$ cat config.mk
export PLATFORM = sky130hd
export DESIGN_NAME = xbus_release
export DESIGN_NICKNAME = d
export VERILOG_FILES = /design/src/rtl/xbr_pkg.sv /design/src/rtl/xbr_phase.sv /design/src/rtl/xbr_seq.sv /design/src/rtl/xbr_park.sv /design/src/rtl/xbus_release.sv
export SDC_FILE = /design/constraint.sdc
export NUM_CORES = 1
export LEC_CHECK = 0
export ABC_AREA = 1
export CORE_UTILIZATION = 44
export DETAILED_ROUTE_END_ITERATION = 12
export PLACE_DENSITY = 0.77
export SLEW_MARGIN = 5
export SYNTH_ARGS = -nofsm -noshare
export SYNTH_HDL_FRONTEND = slang
export SYNTH_HIERARCHICAL = 1
export SYNTH_SLANG_ARGS = --single-unit
$ cat constraint.sdc
create_clock -name clk -period 3.15 [get_ports clk]
set_clock_uncertainty 0.1 [all_clocks]
set_input_delay 0.63 -clock clk [delete_from_list [all_inputs] [get_ports clk]]
set_output_delay 0.63 -clock clk [all_outputs]
set_load 0.02 [all_outputs]
$ cat src/rtl/xbr_pkg.sv
// Shared types for the external bus release arbiter.
package xbr_pkg;
    // Hand-off sequence states; each state lasts a whole number of half cycles.
    typedef enum logic [2:0] {
        ST_OWN,   // bus owned, normal cycles allowed
        ST_PREP,  // strobes forced inactive, groups still driven
        ST_HIZ,   // groups floated, acknowledge not yet given
        ST_LENT,  // bus lent out
        ST_WAIT,  // request withdrawn, counting down to reclaim
        ST_RECL,  // control and SDRAM driven inactive again
        ST_BACKH  // acknowledge withdrawn, address/data next
    } xbr_state_t;
endpackage

$ cat src/rtl/xbr_phase.sv
// Bus clock phase generator and request sampler.
// Each clk edge is one half bus cycle; ph_q=0 before an edge marks a rising
// bus edge. The request is sampled only at falling bus edges.
// Assumes breq_n is already synchronous to clk.
module xbr_phase (
    input  logic clk,
    input  logic rst_n,
    input  logic breq_n,
    output logic rise_o,
    output logic bus_ck_o,
    output logic req_o
);
    logic ph_q;
    logic req_q;

    // Toggle the phase and capture the request on falling bus edges.
    always_ff @(posedge clk) begin
        if (!rst_n) begin
            ph_q  <= 1'b0;
            req_q <= 1'b0;
        end else begin
            ph_q <= ~ph_q;
            if (ph_q) req_q <= ~breq_n;
        end
    end

    assign rise_o   = ~ph_q;
    assign bus_ck_o = ph_q;
    assign req_o    = req_q;

    AST_REQ_FALL_ONLY: assert property (@(posedge clk) disable iff (!rst_n)
        !$stable(req_q) |-> $past(ph_q));
endmodule

$ cat src/rtl/xbr_seq.sv
// Hand-off sequencer: walks the release and reclaim steps on the required
// half-cycle edges and decodes the output enables per state.
// Assumes rise marks rising bus edges and req is the sampled request level.
module xbr_seq
    import xbr_pkg::*;
(
    input  logic clk,
    input  logic rst_n,
    input  logic rise,
    input  logic req,
    input  logic busy,
    input  logic rfsh,
    input  logic park,
    output logic grant,
    output logic ad_oe,
    output logic ctl_oe,
    output logic ctl_idle,
    output logic sd_oe,
    output logic back_n
);
    xbr_state_t st_q, st_d;

    // Next-state choice: every step is tied to one edge type.
    always_comb begin
        st_d = st_q;
        case (st_q)
            ST_OWN:   if (rise && req && !busy && !rfsh) st_d = ST_PREP;
            ST_PREP:  if (rise)        st_d = ST_HIZ;
            ST_HIZ:   if (!rise)       st_d = ST_LENT;
            ST_LENT:  if (rise && !req) st_d = ST_WAIT;
            ST_WAIT:  if (rise)        st_d = ST_RECL;
            ST_RECL:  if (!rise)       st_d = ST_BACKH;
            ST_BACKH: if (rise)        st_d = ST_OWN;
            default:                   st_d = ST_OWN;
        endcase
    end

    // State register.
    always_ff @(posedge clk) begin
        if (!rst_n) st_q <= ST_OWN;
        else        st_q <= st_d;
    end

    // Output decode per state.
    always_comb begin
        grant    = 1'b0;
        ad_oe    = 1'b0;
        ctl_oe   = 1'b0;
        ctl_idle = 1'b1;
        sd_oe    = park;
        back_n   = 1'b1;
        case (st_q)
            ST_OWN: begin
                grant = 1'b1; ad_oe = 1'b1; ctl_oe = 1'b1;
                ctl_idle = 1'b0; sd_oe = 1'b1;
            end
            ST_PREP: begin
                ad_oe = 1'b1; ctl_oe = 1'b1; sd_oe = 1'b1;
            end
            ST_HIZ: ;
            ST_LENT, ST_WAIT: back_n = 1'b0;
            ST_RECL: begin
                ctl_oe = 1'b1; sd_oe = 1'b1; back_n = 1'b0;
            end
            ST_BACKH: begin
                ctl_oe = 1'b1; sd_oe = 1'b1;
            end
            default: ;
        endcase
    end

    AST_BACK_ON_FALL: assert property (@(posedge clk) disable iff (!rst_n)
        $fell(back_n) |-> !$past(rise));
    AST_AD_BEFORE_BACK: assert property (@(posedge clk) disable iff (!rst_n)
        $fell(back_n) |-> !$past(ad_oe));
    AST_BACK_AFTER_CTL: assert property (@(posedge clk) disable iff (!rst_n)
        $rose(back_n) |-> ctl_oe && !ad_oe);
    AST_AD_AFTER_BACK: assert property (@(posedge clk) disable iff (!rst_n)
        $rose(ad_oe) |-> back_n && $past(back_n));
    AST_NO_GRANT_BUSY: assert property (@(posedge clk) disable iff (!rst_n)
        $fell(grant) |-> !$past(busy) && !$past(rfsh));
    AST_AD_OFF_LENT: assert property (@(posedge clk) disable iff (!rst_n)
        !back_n |-> !ad_oe);
    AST_CTL_IDLE_LENT: assert property (@(posedge clk) disable iff (!rst_n)
        (!back_n && ctl_oe) |-> ctl_idle);
endmodule

$ cat src/rtl/xbr_park.sv
// SDRAM pin holder: passes the live pin values while the bus is owned and
// replays the last owned values while it is lent out.
// Assumes owned is high only in the owned state of the sequencer.
module xbr_park #(
    parameter int W = 5
) (
    input  logic         clk,
    input  logic         rst_n,
    input  logic         owned,
    input  logic [W-1:0] sd_in,
    output logic [W-1:0] sd_out
);
    logic [W-1:0] hold_q;

    // Capture the live values on every owned edge.
    always_ff @(posedge clk) begin
        if (!rst_n)     hold_q <= '0;
        else if (owned) hold_q <= sd_in;
    end

    assign sd_out = owned ? sd_in : hold_q;

    AST_PARK_HOLD: assert property (@(posedge clk) disable iff (!rst_n)
        (!owned && !$past(owned)) |-> $stable(sd_out));
endmodule

$ cat src/rtl/xbus_release.sv
// External bus release arbiter top: phase/sampler, sequencer, SDRAM holder
// and refresh-request line. clk runs at twice the bus clock.
module xbus_release #(
    parameter int SD_W = 5
) (
    input  logic            clk,
    input  logic            rst_n,
    input  logic            breq_n_i,
    input  logic            busy_i,
    input  logic            rfsh_req_i,
    input  logic            park_en_i,
    input  logic [SD_W-1:0] sd_in_i,
    output logic            bus_ck_o,
    output logic            grant_o,
    output logic            ad_oe_o,
    output logic            ctl_oe_o,
    output logic            ctl_idle_o,
    output logic            sd_oe_o,
    output logic [SD_W-1:0] sd_out_o,
    output logic            back_n_o,
    output logic            rfsh_n_o
);
    logic rise, req;

    xbr_phase u_phase (
        .clk(clk), .rst_n(rst_n), .breq_n(breq_n_i),
        .rise_o(rise), .bus_ck_o(bus_ck_o), .req_o(req)
    );

    xbr_seq u_seq (
        .clk(clk), .rst_n(rst_n), .rise(rise), .req(req),
        .busy(busy_i), .rfsh(rfsh_req_i), .park(park_en_i),
        .grant(grant_o), .ad_oe(ad_oe_o), .ctl_oe(ctl_oe_o),
        .ctl_idle(ctl_idle_o), .sd_oe(sd_oe_o), .back_n(back_n_o)
    );

    xbr_park #(.W(SD_W)) u_park (
        .clk(clk), .rst_n(rst_n), .owned(grant_o),
        .sd_in(sd_in_i), .sd_out(sd_out_o)
    );

    // Ask for the bus back while a refresh waits and the bus is lent.
    assign rfsh_n_o = ~(rfsh_req_i & ~back_n_o);

    AST_RFSH_ONLY_LENT: assert property (@(posedge clk) disable iff (!rst_n)
        !rfsh_n_o |-> !back_n_o);
endmodule

==> flow_summary.toml <==
[place]
io_buffers = 23
hpwl_microns = 999
gp_congestion = 0.700

[synthesis]
yosysMostFrequentCell = "nand2_1"
yosysTopAreaCell = "dfxtp_1"
ys_seq_area_share_pct = 33.3
synth.distinct_cells = 19
ys.flop_type = "dfxtp_1"
synth_edf_count = 0
ys_seq_elements = 10
yosysWarnings = 6
synthTopCellsByArea = "dfxtp_1 33%, nand2_1 17%, inv_1 16%"
syn_area_sq_um = 602
syn_area_per_cell_sq_um = 6.02
synth_top_area_share_pct = 33.3
synthArstFlopShare_pct = 0
synth_commonest_cells = "28 x nand2_1, 25 x inv_1, 13 x nor2_1"
syn-num-nets = 111
syn_inst = 100

[global_routing]
grt_pass1_wl_microns = 2080
gr-usage-all-layers_pct = 21.1
grt_pass1_vias = 544
grt_overflow = 0
grt_max_degree = 9
antenna_found_initial = 0

[setup_path]
end_kind = "output port"
slowest_delay_ns = 0.59
path_max_fanout = 6
crit_required_ns = 2.42
critPathLaunchType = "flop"
cp_num_buf_inv = 4
path_delay_family = "buffers and inverters"
path_cells = "inv_2, nand2_2, nor2_2, inv_2, nand2_1, nand2_1, inv_1, clkdlybuf4s50_1"
crit_slowest_cell = "clkdlybuf4s50_1"
criticalPathCategory = "flop to output port"
cp.arrival_ns = 1.93

[power]
pwr-share-clk_pct = 12.0
power.internal_mw = 0.508
p_per_area_mw_per_mm2 = 1050
leakagePower_nw = 0.487
power_switching_share_pct = 45.6
power.switching_mw = 0.427
comb_power_share_pct = 66.8
ir_worst_vdd_mv = 0.465
seqPwrFrac_pct = 21.3
fin_total_pwr_mw = 0.935

[die]
die_area_sq_mm = 0.00152
die_x_microns = 39.0
initial_core_util_pct = 50.7
die_height_microns = 39.0
top_level_ports = 24
core_sq_mm = 0.00119
num_rows = 12

[cts]
cts_resized = 0
clockRootBuffer = "clkbuf_4"
cts_buffers = 3
clk_latency_ns = 0.26
clock_path_buffers = 2
hold_buffers = 0
cts.clk_slew.worst_paths_ns = 0.06
htreeDepth = 1
post_cts_buffers = 0
cts_tree = "built"
cts.sinks = 10

[flow_run]
cap_violations = 0

[min_path]
min_path_type = "flop to flop"

[final_layout]
final_core_util_pct = 75.3
nNetsFinal = 140
syn2layout_area_growth_pct = 48.4
drive_gt1_share_pct = 14.8
diodes = 0

[detailed_routing]
vias_per_cell = 4.43
first_pass_iters = 4
routed_wl_microns = 1230
vias = 629
drt_drc_violations_left = 0
drt_iter0_markers = 9
wire_per_inst_microns = 8.63
ant_nets = 0

[sta]
period_needed_ns = 2.66
slew_violations = 0
whs_ns = 0.386
worst_pin_slew_ns = 0.260
finalSetupViolCount = 0
max_freq_mhz = 376
slew_headroom_pct = 82.6
finalHoldViolations = 0
period_share_pct = 84.5
finalSetupTns_ns = 0
grt_setup_unrepaired = "false"

[outcome]
status = "complete, no violations"
## kinds of logic after synthesis
logic type	count (synthesis)	share of synthesized area, %
AOI/OAI and AO/OA	7	7.28
buffers and inverters	29	18.1
DFF	10	33.3
and+or+nand+nor	54	41.4
## sequential cells by signal, indices dropped and copies added (netlist names)
name / count
u_park/hold_q: 5
u_seq/st_q: 3
u_phase/bus_ck_o: 1
u_phase/req_o: 1
## stage by stage
| stage | setup WS (ns) | cells | instance area (sq um) |
|---|---|---|---|
| floorplan | 1.10 | 100 | 602 |
| detailed placement | 0.536 | 138 | 857 |
| global placement | 0.551 | 138 | 857 |
| global route | 0.350 | 142 | 893 |
| CTS | 0.464 | 142 | 893 |
| finish | 0.490 | 142 | 893 |
## layer usage
| layer | global-route usage (%) | up-vias | wire [microns] |
|---|---|---|---|
| met1 | 22.7 | 265 | 560 |
| met2 | 35.0 | 19 | 567 |
| met5 | 0 | - | 0 |
| li1 | - | 341 | - |
| met4 | 18.1 | 0 | 45 |
| met3 | 3.47 | 4 | 51 |
## cell type report
cell class,count,area (sq um)
flip-flops and latches,10,200
well taps,14,17.5
multi-input cells,61,293
inverters,29,109
repair buffers,24,238
fillers,109,293
clock buffers,4,36.3
## layout by cell type (no fill, tap or decap), drive strengths merged
cell,netlist,final
a21oi,3,3
dfxtp,10,10
a21boi,1,1
nand4,1,1
inv,29,29
clkbuf,0,4
nand2,33,33
nand3b,1,1
nand3,2,2
clkdlybuf4s50,0,23
or2,1,1
o21bai,1,1
o21ai,2,2
nor2,16,16
buf,0,1
## worst register-to-register path, cell delays in order (launching register included)
cell and delay (ns):
dfxtp_1 0.37, inv_2 0.11, nand2_2 0.08, nor2_2 0.22, buf_4 0.20, nand2_4 0.05
nand4_1 0.13, nand2_1 0.08, a21oi_2 0.11
## power by group through the flow
stage | Sequential (mW) | Combinational, mW | Clock (mW)
floorplan | 0.193 | 0.382 | 0
detailed placement | 0.200 | 0.630 | 0
global route | 0.204 | 0.688 | 0.124
global placement | 0.198 | 0.617 | 0
finish | 0.199 | 0.624 | 0.112
CTS | 0.198 | 0.631 | 0.117
## final timing paths
| check | from | to | slack (ns) | cells past startpoint |
|---|---|---|---|---|
| hold reg to reg | u_phase/bus_ck_o | u_phase/bus_ck_o | 0.39 | 1 |
| hold / removal | u_phase/bus_ck_o | u_phase/bus_ck_o | 0.39 | 1 |
| setup / recovery | u_seq/st_q[2] | sd_out_o[3] | 0.49 | 8 |
| setup reg to reg | u_seq/st_q[2] | u_seq/st_q[2] | 1.65 | 8 |
No activity file was read; power rests on OpenSTA's default activity.
